--- src/rtl/tir_pkg.sv ---
package tir_pkg;

    typedef enum logic [1:0] {
        LG_NORMAL = 2'd0,
        LG_ENTER  = 2'd1,
        LG_LEGACY = 2'd2,
        LG_EXIT   = 2'd3
    } leg_state_e;

endpackage

--- src/rtl/tir_chan.sv ---
module tir_chan (
    input  logic clk,
    input  logic rst_n,
    input  logic active_i,
    input  logic level_i,
    input  logic msg_en_i,
    input  logic fire_i,
    input  logic clr_i,
    output logic status_o,
    output logic req_o,
    output logic msg_set_o
);

    logic status_q;
    logic pulse_q;
    logic msg_en_q;
    logic msg_rise;
    logic fire_lvl;
    logic fire_edge;

    assign msg_rise  = msg_en_i & ~msg_en_q;
    assign fire_lvl  = active_i & fire_i & level_i & ~msg_en_i;
    assign fire_edge = active_i & fire_i & ~level_i & ~msg_en_i;
    assign msg_set_o = active_i & fire_i & msg_en_i;

    always_ff @(posedge clk) begin
        if (!rst_n) begin
            status_q <= 1'b0;
            pulse_q  <= 1'b0;
            msg_en_q <= 1'b0;
        end else begin
            msg_en_q <= msg_en_i;
            pulse_q  <= fire_edge;
            if (!active_i) begin
                status_q <= 1'b0;
            end else if (fire_lvl) begin
                status_q <= 1'b1;
            end else if (clr_i || msg_rise) begin
                status_q <= 1'b0;
            end
        end
    end

    assign status_o = status_q;
    assign req_o    = status_q | pulse_q;

endmodule

--- src/rtl/tir_legacy_fsm.sv ---
module tir_legacy_fsm
    import tir_pkg::*;
(
    input  logic       clk,
    input  logic       rst_n,
    input  logic       legacy_i,
    output leg_state_e state_o,
    output logic       tmr_en_o
);

    leg_state_e state_q;
    leg_state_e state_d;

    always_ff @(posedge clk) begin
        if (!rst_n) begin
            state_q <= LG_NORMAL;
        end else begin
            state_q <= state_d;
        end
    end

    always_comb begin
        state_d = state_q;
        unique case (state_q)
            LG_NORMAL: if (legacy_i)  state_d = LG_ENTER;
            LG_ENTER:  state_d = legacy_i ? LG_LEGACY : LG_EXIT;
            LG_LEGACY: if (!legacy_i) state_d = LG_EXIT;
            LG_EXIT:   state_d = legacy_i ? LG_ENTER : LG_NORMAL;
        endcase
    end

    always_comb begin
        tmr_en_o = 1'b1;
        unique case (state_q)
            LG_NORMAL: tmr_en_o = 1'b1;
            LG_ENTER:  tmr_en_o = 1'b0;
            LG_LEGACY: tmr_en_o = 1'b0;
            LG_EXIT:   tmr_en_o = 1'b1;
        endcase
    end

    assign state_o = state_q;

endmodule

--- src/rtl/tir_msg_arb.sv ---
module tir_msg_arb #(
    parameter  int NCH    = 4,
    parameter  int ADDR_W = 32,
    parameter  int DATA_W = 32,
    localparam int MW     = ADDR_W + DATA_W
) (
    input  logic              clk,
    input  logic              rst_n,
    input  logic [NCH-1:0]    set_i,
    input  logic [NCH-1:0]    active_i,
    input  logic [NCH*MW-1:0] route_i,
    output logic              valid_o,
    output logic [ADDR_W-1:0] addr_o,
    output logic [DATA_W-1:0] data_o
);

    logic [NCH-1:0]    pend_q;
    logic [NCH-1:0]    elig;
    logic [NCH-1:0]    grant;
    logic [ADDR_W-1:0] sel_addr;
    logic [DATA_W-1:0] sel_data;

    assign elig  = pend_q & active_i;
    assign grant = elig & (~elig + NCH'(1));

    always_comb begin
        sel_addr = '0;
        sel_data = '0;
        for (int c = 0; c < NCH; c++) begin
            if (grant[c]) begin
                sel_addr = route_i[c*MW+DATA_W +: ADDR_W];
                sel_data = route_i[c*MW +: DATA_W];
            end
        end
    end

    always_ff @(posedge clk) begin
        if (!rst_n) begin
            pend_q  <= '0;
            valid_o <= 1'b0;
            addr_o  <= '0;
            data_o  <= '0;
        end else begin
            pend_q  <= (elig & ~grant) | set_i;
            valid_o <= |grant;
            if (|grant) begin
                addr_o <= sel_addr;
                data_o <= sel_data;
            end
        end
    end

endmodule

--- src/rtl/tir_router.sv ---
module tir_router
    import tir_pkg::*;
#(
    parameter  int NCH      = 4,
    parameter  int NLINES   = 24,
    parameter  int LINE_TMR = 0,
    parameter  int LINE_RTC = 8,
    parameter  int ADDR_W   = 32,
    parameter  int DATA_W   = 32,
    localparam int RW       = $clog2(NLINES),
    localparam int MW       = ADDR_W + DATA_W
) (
    input  logic              clk,
    input  logic              rst_n,
    input  logic              gbl_en_i,
    input  logic              legacy_i,
    input  logic [NCH-1:0]    ch_en_i,
    input  logic [NCH-1:0]    ch_level_i,
    input  logic [NCH-1:0]    ch_msg_en_i,
    input  logic [NCH*RW-1:0] ch_route_i,
    input  logic [NCH*MW-1:0] ch_msg_route_i,
    input  logic [NCH-1:0]    fire_i,
    input  logic [NCH-1:0]    clr_i,
    input  logic              ext_tmr_i,
    input  logic              ext_rtc_i,
    output logic [NLINES-1:0] irq_o,
    output logic              tmr_en_o,
    output logic [NCH-1:0]    status_o,
    output logic              msg_valid_o,
    output logic [ADDR_W-1:0] msg_addr_o,
    output logic [DATA_W-1:0] msg_data_o
);

    leg_state_e        lg_state;
    logic              map_on;
    logic              rtc_q;
    logic [NCH-1:0]    ch_active;
    logic [NCH-1:0]    ch_req;
    logic [NCH-1:0]    ch_msg_set;
    logic [RW-1:0]     eff_route [NCH];
    logic [NLINES-1:0] line_req;

    assign ch_active = ch_en_i & {NCH{gbl_en_i}};
    assign map_on    = (lg_state == LG_ENTER) || (lg_state == LG_LEGACY);

    always_ff @(posedge clk) begin
        if (!rst_n) begin
            rtc_q <= 1'b0;
        end else begin
            rtc_q <= ext_rtc_i;
        end
    end

    for (genvar c = 0; c < NCH; c++) begin : g_ch
        tir_chan u_chan (
            .clk      (clk),
            .rst_n    (rst_n),
            .active_i (ch_active[c]),
            .level_i  (ch_level_i[c]),
            .msg_en_i (ch_msg_en_i[c]),
            .fire_i   (fire_i[c]),
            .clr_i    (clr_i[c]),
            .status_o (status_o[c]),
            .req_o    (ch_req[c]),
            .msg_set_o(ch_msg_set[c])
        );
    end

    tir_legacy_fsm u_fsm (
        .clk     (clk),
        .rst_n   (rst_n),
        .legacy_i(legacy_i),
        .state_o (lg_state),
        .tmr_en_o(tmr_en_o)
    );

    tir_msg_arb #(
        .NCH   (NCH),
        .ADDR_W(ADDR_W),
        .DATA_W(DATA_W)
    ) u_arb (
        .clk     (clk),
        .rst_n   (rst_n),
        .set_i   (ch_msg_set),
        .active_i(ch_active),
        .route_i (ch_msg_route_i),
        .valid_o (msg_valid_o),
        .addr_o  (msg_addr_o),
        .data_o  (msg_data_o)
    );

    always_comb begin
        for (int c = 0; c < NCH; c++) begin
            eff_route[c] = ch_route_i[c*RW +: RW];
            if (map_on && c == 0) eff_route[c] = RW'(LINE_TMR);
            if (map_on && c == 1) eff_route[c] = RW'(LINE_RTC);
        end
    end

    always_comb begin
        line_req = '0;
        for (int l = 0; l < NLINES; l++) begin
            for (int c = 0; c < NCH; c++) begin
                if (ch_req[c] && eff_route[c] == RW'(l)) line_req[l] = 1'b1;
            end
        end
    end

    always_comb begin
        irq_o = line_req;
        unique case (lg_state)
            LG_NORMAL: begin
                irq_o[LINE_TMR] = line_req[LINE_TMR] | ext_tmr_i;
                irq_o[LINE_RTC] = line_req[LINE_RTC] | rtc_q;
            end
            LG_ENTER: begin
                irq_o[LINE_TMR] = 1'b0;
                irq_o[LINE_RTC] = 1'b0;
            end
            LG_LEGACY: begin
                irq_o = line_req;
            end
            LG_EXIT: begin
                irq_o[LINE_TMR] = 1'b0;
                irq_o[LINE_RTC] = rtc_q;
            end
        endcase
    end

endmodule

--- config.mk ---
export PLATFORM = sky130hd
export DESIGN_NAME = tir_router
export DESIGN_NICKNAME = d
export VERILOG_FILES = /design/src/rtl/tir_pkg.sv /design/src/rtl/tir_chan.sv /design/src/rtl/tir_legacy_fsm.sv /design/src/rtl/tir_msg_arb.sv /design/src/rtl/tir_router.sv
export SDC_FILE = /design/constraint.sdc
export NUM_CORES = 1
export LEC_CHECK = 0
export CAP_MARGIN = 20
export CORE_AREA = 2 2 154 156
export DETAILED_ROUTE_END_ITERATION = 8
export DIE_AREA = 0 0 156 158
export DONT_BUFFER_PORTS = 1
export GPL_TIMING_DRIVEN = 0
export PLACE_DENSITY = 0.45
export SLEW_MARGIN = 40
export SYNTH_ARGS = -nofsm -noshare
export SYNTH_HDL_FRONTEND = slang
export SYNTH_HIERARCHICAL = 1
export SYNTH_SLANG_ARGS = --single-unit
export TNS_END_PERCENT = 100
--- constraint.sdc ---
create_clock -name clk -period 5.1 [get_ports clk]
set_input_delay 0.765 -clock clk [delete_from_list [all_inputs] [get_ports clk]]
set_output_delay 0.765 -clock clk [all_outputs]
set_load 0.01 [all_outputs]
* Word level (Yosys, flattened, before mapping)
Index checks and enable logic that the tools add are counted.
** Operators by class
- Add/subtract/negate cells :: 1
- Multiplexer cells :: 122
- Bitwise logic cells :: 53
- Reductions and logical operators :: 119
- Equality and inequality tests :: 97
** Operators with widths (number)
- 32-bit two-way mux :: 8
- 5-bit by 4-bit == test with 1-bit output, second input constant :: 32
- 5-bit == test, second input constant :: 32
- 1-bit two-way mux :: 106
- 1-bit logical AND :: 96
- 5-bit by 3-bit == test with 1-bit output, second input constant :: 16
- 5-bit by 2-bit == test with 1-bit output, second input constant :: 8
- 1-bit bitwise AND :: 28
- 5-bit by 1-bit == test with 1-bit output, second input constant :: 4
- 5-bit zero test :: 4
- 4-bit bitwise AND :: 4
- 1-bit inverter :: 12
- 5-bit two-way mux :: 2
- 2-bit AND reduction :: 5
- 4-bit inverter :: 2
- 2-bit one-hot mux with 4 select lines :: 1
- 2-bit nonzero test :: 4
- 1-bit OR :: 6
- 2-bit OR reduction :: 3
- 1-bit logical OR :: 5
- 4-bit by 1-bit adder with 4-bit output, second input constant :: 1
- 2-bit == test, second input constant :: 2
- 2-bit two-way mux :: 2
- 2-bit != test, second input constant :: 2
- 7 further kinds :: 7
** Storage, ports and cells
- Register bits after elaboration :: 84
- Input port bits :: 302
- Output and inout bits :: 94

* Logic depth before layout (Yosys ltp)
- Depth after elaboration :: 11
- Depth in mapped cells :: 7
- Mapped depth without buffers :: 6

* By module
The synthesis kept the hierarchy.
** By module, submodules not included
- tir_msg_arb :: instances 1, area each 4723.3 sq um, cells an instance 610, seq. area each 1381.3 sq um
- tir_router :: instances 1, area each 1048.5 sq um, cells an instance 148, seq. area each 20.0 sq um
- tir_chan :: instances 4, area each 142.6 sq um, cells an instance 13, seq. area each 60.1 sq um
- tir_legacy_fsm :: instances 1, area each 168.9 sq um, cells an instance 18, seq. area each 40.0 sq um

* Worst setup path after synthesis
No wires, ideal clock.
- Path kind :: flip-flop to output port
- From :: register u_fsm.state_q[0], in the netlist u_fsm/state_o[0]
- To :: output irq_o[16]
- Cell stages (with the launch flop) :: 6
- Buffers on the path :: 1
- Data required time :: 4335 ps
- Slack :: 2672 ps
- Arrival time :: 1663 ps
- Cells stage by stage :: dfxtp_1 inv_1 ha_1 buf_4 or3_1 o221ai_1
** On the way
- Longest elaborated chain between the ends :: 9
** RTL lines
- start, declared :: RTL line tir_legacy_fsm.sv:11 : leg_state_e state_q;
- start signal, assigned :: RTL line tir_legacy_fsm.sv:18 : state_q <= state_d;
- 2-bit by 1-bit == test with 1-bit output / 2-bit == test (equally long branches) :: RTL line tir_router.sv:44 : assign map_on = (lg_state == LG_ENTER) || (lg_state == LG_LEGACY);
- 1-bit logical OR * :: RTL line tir_router.sv:44
- 5-bit two-way mux :: RTL line tir_router.sv:95 : if (map_on && c == 0) eff_route[c] = RW'(LINE_TMR);
- 5-bit == test :: RTL line tir_router.sv:104 : if (ch_req[c] && eff_route[c] == RW'(l)) line_req[l] = 1'b1;
- 1-bit logical AND :: RTL line tir_router.sv:104
- 1-bit two-way mux :: RTL line tir_router.sv:104
- 1-bit two-way mux * (3 in a row) :: RTL line tir_router.sv:104
- end, declared :: RTL line tir_router.sv:26 : output logic [NLINES-1:0] irq_o,
Mark *: on every way between the ends. The rest lies on a longest branch, timed or not.

* Worst setup path in the final report
- From :: register u_fsm.state_q[0], in the netlist u_fsm/state_o[0]
- To :: output irq_o[8]
** On the way
- Longest elaborated chain between the ends :: 11
** RTL lines
- 2-bit by 1-bit == test with 1-bit output / 2-bit == test (equally long branches) :: RTL line tir_router.sv:44, tir_router.sv:111
- 1-bit logical OR :: RTL line tir_router.sv:44
- 5-bit two-way mux :: RTL line tir_router.sv:95
- 5-bit by 4-bit == test with 1-bit output :: RTL line tir_router.sv:104
- 1-bit logical AND :: RTL line tir_router.sv:104
- 1-bit two-way mux (4 in a row) :: RTL line tir_router.sv:104
- 1-bit OR :: RTL line tir_router.sv:114 : irq_o[LINE_RTC] = line_req[LINE_RTC] | rtc_q;
- 1-bit one-hot mux with 4 select lines * :: RTL line tir_router.sv:111 : unique case (lg_state)
Marked as above.

==> run summary <==
The most common flop cell mapped by yosys is sky130_fd_sc_hd__dfxtp_1. The number of H-tree levels came out at 3. By area the synthesized netlist is led by sky130_fd_sc_hd__dfxtp_1 (26%), sky130_fd_sc_hd__o211a_1 (8.1%), sky130_fd_sc_hd__nand3b_1 (6.6%), sky130_fd_sc_hd__a211oi_1 (6.2%), sky130_fd_sc_hd__o31ai_1 (6.1%). After synthesis the netlist holds a flip-flop and latch count of 84.

The number of enable-type register cells in the synthesized netlist came out at 0. The routed length per placed instance came out at 27.1 um. The final total power is 1.71 mW. The post-synthesis cell area came out at 0.00651 mm2. The number of clock sinks seen by CTS came out at 84. In the post-route analysis, the smallest setup slack over all paths is 1.92 ns.

The setup slack of the worst register-to-register path came out at 2.99 ns. In this run the worst setup path terminates at irq_o[8]. The synthesis warning total is 6. The post-route clock period utilization is 62.3%. The largest net degree at the start of global routing is 19. Data on the critical path is required at its endpoint by 4.34 ns. Across the run, the number of max-cap violations was 0.

The area overhead of the layout relative to synthesis came out at 9.95%. Clock-pin slew was measured on the worst setup and hold paths at 0.06 ns. The worst setup path is of the reg2out kind.

The worst setup path is launched from a flip-flop. TritonCTS built the clock tree. The headroom to the max-slew limit is 46.4%. Counting instances in the post-synthesis netlist gives the leading cell types as sky130_fd_sc_hd__dfxtp_1 (84), sky130_fd_sc_hd__nand3_1 (76), sky130_fd_sc_hd__inv_1 (70). The post-route standard cell area excluding fillers is 0.00716 mm2.

The run finished with clean final reports. The final weighted congestion in routability-driven placement is 0.869. The total power density per cell area is 239 mW/mm2. The net count of the finished layout is 1149. Among all cell types in the netlist, the one instantiated most often is sky130_fd_sc_hd__dfxtp_1.

The async set-or-reset flop fraction in the synthesized netlist came out at 0%. The average instance in the mapped netlist occupies 7.86 um2. The cell row count came out at 56. Based on the critical path, the design can be clocked at up to 315 MHz. Port buffering added 0 buffers. The via count of the first global-routing pass is 6838. The area of the die came out at 0.0246 mm2. The leakage power came out at 2.20 nW. The maximum clock insertion buffer count came out at 2. The wire length of the first global-routing pass is 43400 um.

Of the synthesized area, sequential elements account for 25.8%. In this run, placement finished with an instance count of 1118. The antenna violation net count after detailed routing came out at 0. The total cell area at the placement stage came out at 0.00687 mm2.

The leftover overflow at the end of global routing is 0. The half-perimeter wire length of the detailed placement result is 24000 um. The launch point of the critical path is u_fsm/state_o[0].

The worst setup path is captured at an output pin. The number of failing hold endpoints at the final stage came to 0. The total wirelength of the detailed-routed design is 30700 um.

The initial antenna violation count is 3. At the pin with the least slew margin, the transition time is 0.804 ns. The clock period could shrink to 3.18 ns. The total of hold buffers inserted after clock tree synthesis is 0. sky130_fd_sc_hd__dfxtp_1 takes more of the synthesized area than any other cell. The width of the die is 156 um. The distinct cell type count after synthesis came out at 61. The path depth of the worst reg2reg path came out at 6. The violation count after the first detailed-routing iteration came out at 567. The share of synthesized area in the top cell type comes to 25.8%. Pin placement for this block handled 396 I/O pins. The fraction of layout instances using a drive strength above 1 came out at 8.08%. The post-route non-filler standard cell count is 1134. The end of the worst register-to-register path is u_arb/addr_o[4]. The data arrival time of the worst path is 2.41 ns. Summing over every cut layer, the via total after detailed routing is 6836.

In this run the critical register-to-register path is launched from u_arb/pend_q[1]. The maximum clock skew at final layout came out at 0.0134 ns. The clock latency on the worst-skew pair is 0.35 ns. The pre-antenna-repair detailed-routing pass consisted of 6 iterations. Setup repair after global routing left no endpoint under its margin.

The post-cts sizing count came out at 0. The root buffer cell chosen for the clock tree is sky130_fd_sc_hd__clkbuf_16. Counting every instance in the synthesized netlist gives 828. The core box area came out at 0.0231 mm2.

The setup slack at placement came out at 2.21 ns. After detailed routing, the number of remaining DRC violations is 0. The post-CTS setup-driven buffer insertion count is 0. The number of clock buffers inserted by TritonCTS is 9. After routing, the total negative slack on setup checks comes to 0 ns. The final-report setup violation count is 0.

The starting density of the core is 28.2%. In the global route stage, overall resource usage came out at 23.5%. The number of vias per cell came out at 6.03. The path class of the tightest hold or removal check is reg2reg.

In this run the worst path has a maximum fanout of 10. The vertical extent of the die is 158 um. The maximum ir drop on the vdd rail is 124 uV.

The number of pins exceeding their max-slew limit in the final report came to 0. Counting every net in the synthesized netlist gives 1138.
## report_power, final
| part | switching, mW | internal (mW) | leakage (nW) | total [mW] |
|---|---|---|---|---|
| clock network | 0.291 | 0.373 | 0.133 | 0.664 |
| registers | 0.0280 | 0.677 | 0.681 | 0.705 |
| logic | 0.214 | 0.127 | 1.39 | 0.341 |
## cell usage in the layout, fill, tap and decap left out, types with 19 or more instances in the layout
cell / netlist / routed
sky130_fd_sc_hd__a211oi_1: 54 / 54
sky130_fd_sc_hd__clkbuf_1: 60 / 60
sky130_fd_sc_hd__dfxtp_1: 84 / 84
sky130_fd_sc_hd__inv_1: 70 / 70
sky130_fd_sc_hd__nand2_1: 29 / 29
sky130_fd_sc_hd__nand3_1: 76 / 76
sky130_fd_sc_hd__nand3b_1: 57 / 57
sky130_fd_sc_hd__nor2_1: 19 / 19
sky130_fd_sc_hd__o211a_1: 53 / 53
sky130_fd_sc_hd__o21ai_0: 63 / 63
sky130_fd_sc_hd__o31ai_1: 53 / 53
## worst max-delay path, stage by stage (launching register included)
cell and delay [ns]:
sky130_fd_sc_hd__dfxtp_1 0.43, sky130_fd_sc_hd__inv_1 0.09, sky130_fd_sc_hd__ha_1 0.41, sky130_fd_sc_hd__buf_4 0.21, sky130_fd_sc_hd__nor3_1 0.44, sky130_fd_sc_hd__a211oi_1 0.19, sky130_fd_sc_hd__o21ai_1 0.30
## final cells by class
type	count	area (um2)
fill	2556	15900
multi-input combinational	595	4230
sequential	84	1680
tap	290	363
buffer	79	337
inverter	70	263
clock buffer	9	225
clock inverter	5	55.1
antenna	2	5.00
## worst min path at each step
stage / endpoint / slack [ns] / startpoint / depth (start not counted)
floorplan: g_ch[0].u_chan/status_o / 0.43 / g_ch[0].u_chan/msg_en_q / 2
global placement: g_ch[0].u_chan/status_o / 0.44 / g_ch[0].u_chan/msg_en_q / 2
detailed placement: g_ch[2].u_chan/status_o / 0.44 / g_ch[2].u_chan/msg_en_q / 2
CTS: g_ch[2].u_chan/status_o / 0.45 / g_ch[2].u_chan/msg_en_q / 2
global route: g_ch[3].u_chan/status_o / 0.47 / g_ch[3].u_chan/msg_en_q / 2
finish: g_ch[2].u_chan/status_o / 0.45 / g_ch[2].u_chan/msg_en_q / 2
## routing by layer
layer  track usage (%)  routed length, um
met1              28.4              12300
met2              40.9              15000
met3              6.32               2520
met4              7.25                816
met5                 0                 13
## logic make-up (layout without fill, tap and decap cells)
kind of cell | Yosys count | in the layout | share of synthesized area (%)
flops | 84 | 84 | 25.8
buf+inv | 149 | 163 | 9.20
mux | 2 | 2 | 0.307
fa+ha+maj | 8 | 8 | 1.54
compound gates | 310 | 310 | 36.6
simple gates | 275 | 275 | 26.5
other cells | 0 | 2 | 0
## stage by stage
step | hold WS [ns] | utilization, %
floorplan | 0.432 | -
global placement | 0.441 | 29.8
detailed placement | 0.441 | 29.8
CTS | 0.449 | 31.0
global route | 0.466 | 31.1
finish | 0.449 | 31.1
## sequential cells by signal (all words and copies together), names as in the netlist
signal,count
rtc_q,1
u_arb/data_o,32
g_ch.u_chan/msg_en_q,4
u_arb/pend_q,4
u_fsm/state_o,2
g_ch.u_chan/pulse_q,4
u_arb/addr_o,32
u_arb/valid_o,1
g_ch.u_chan/status_o,4
(Power assumes the default switching activity.)
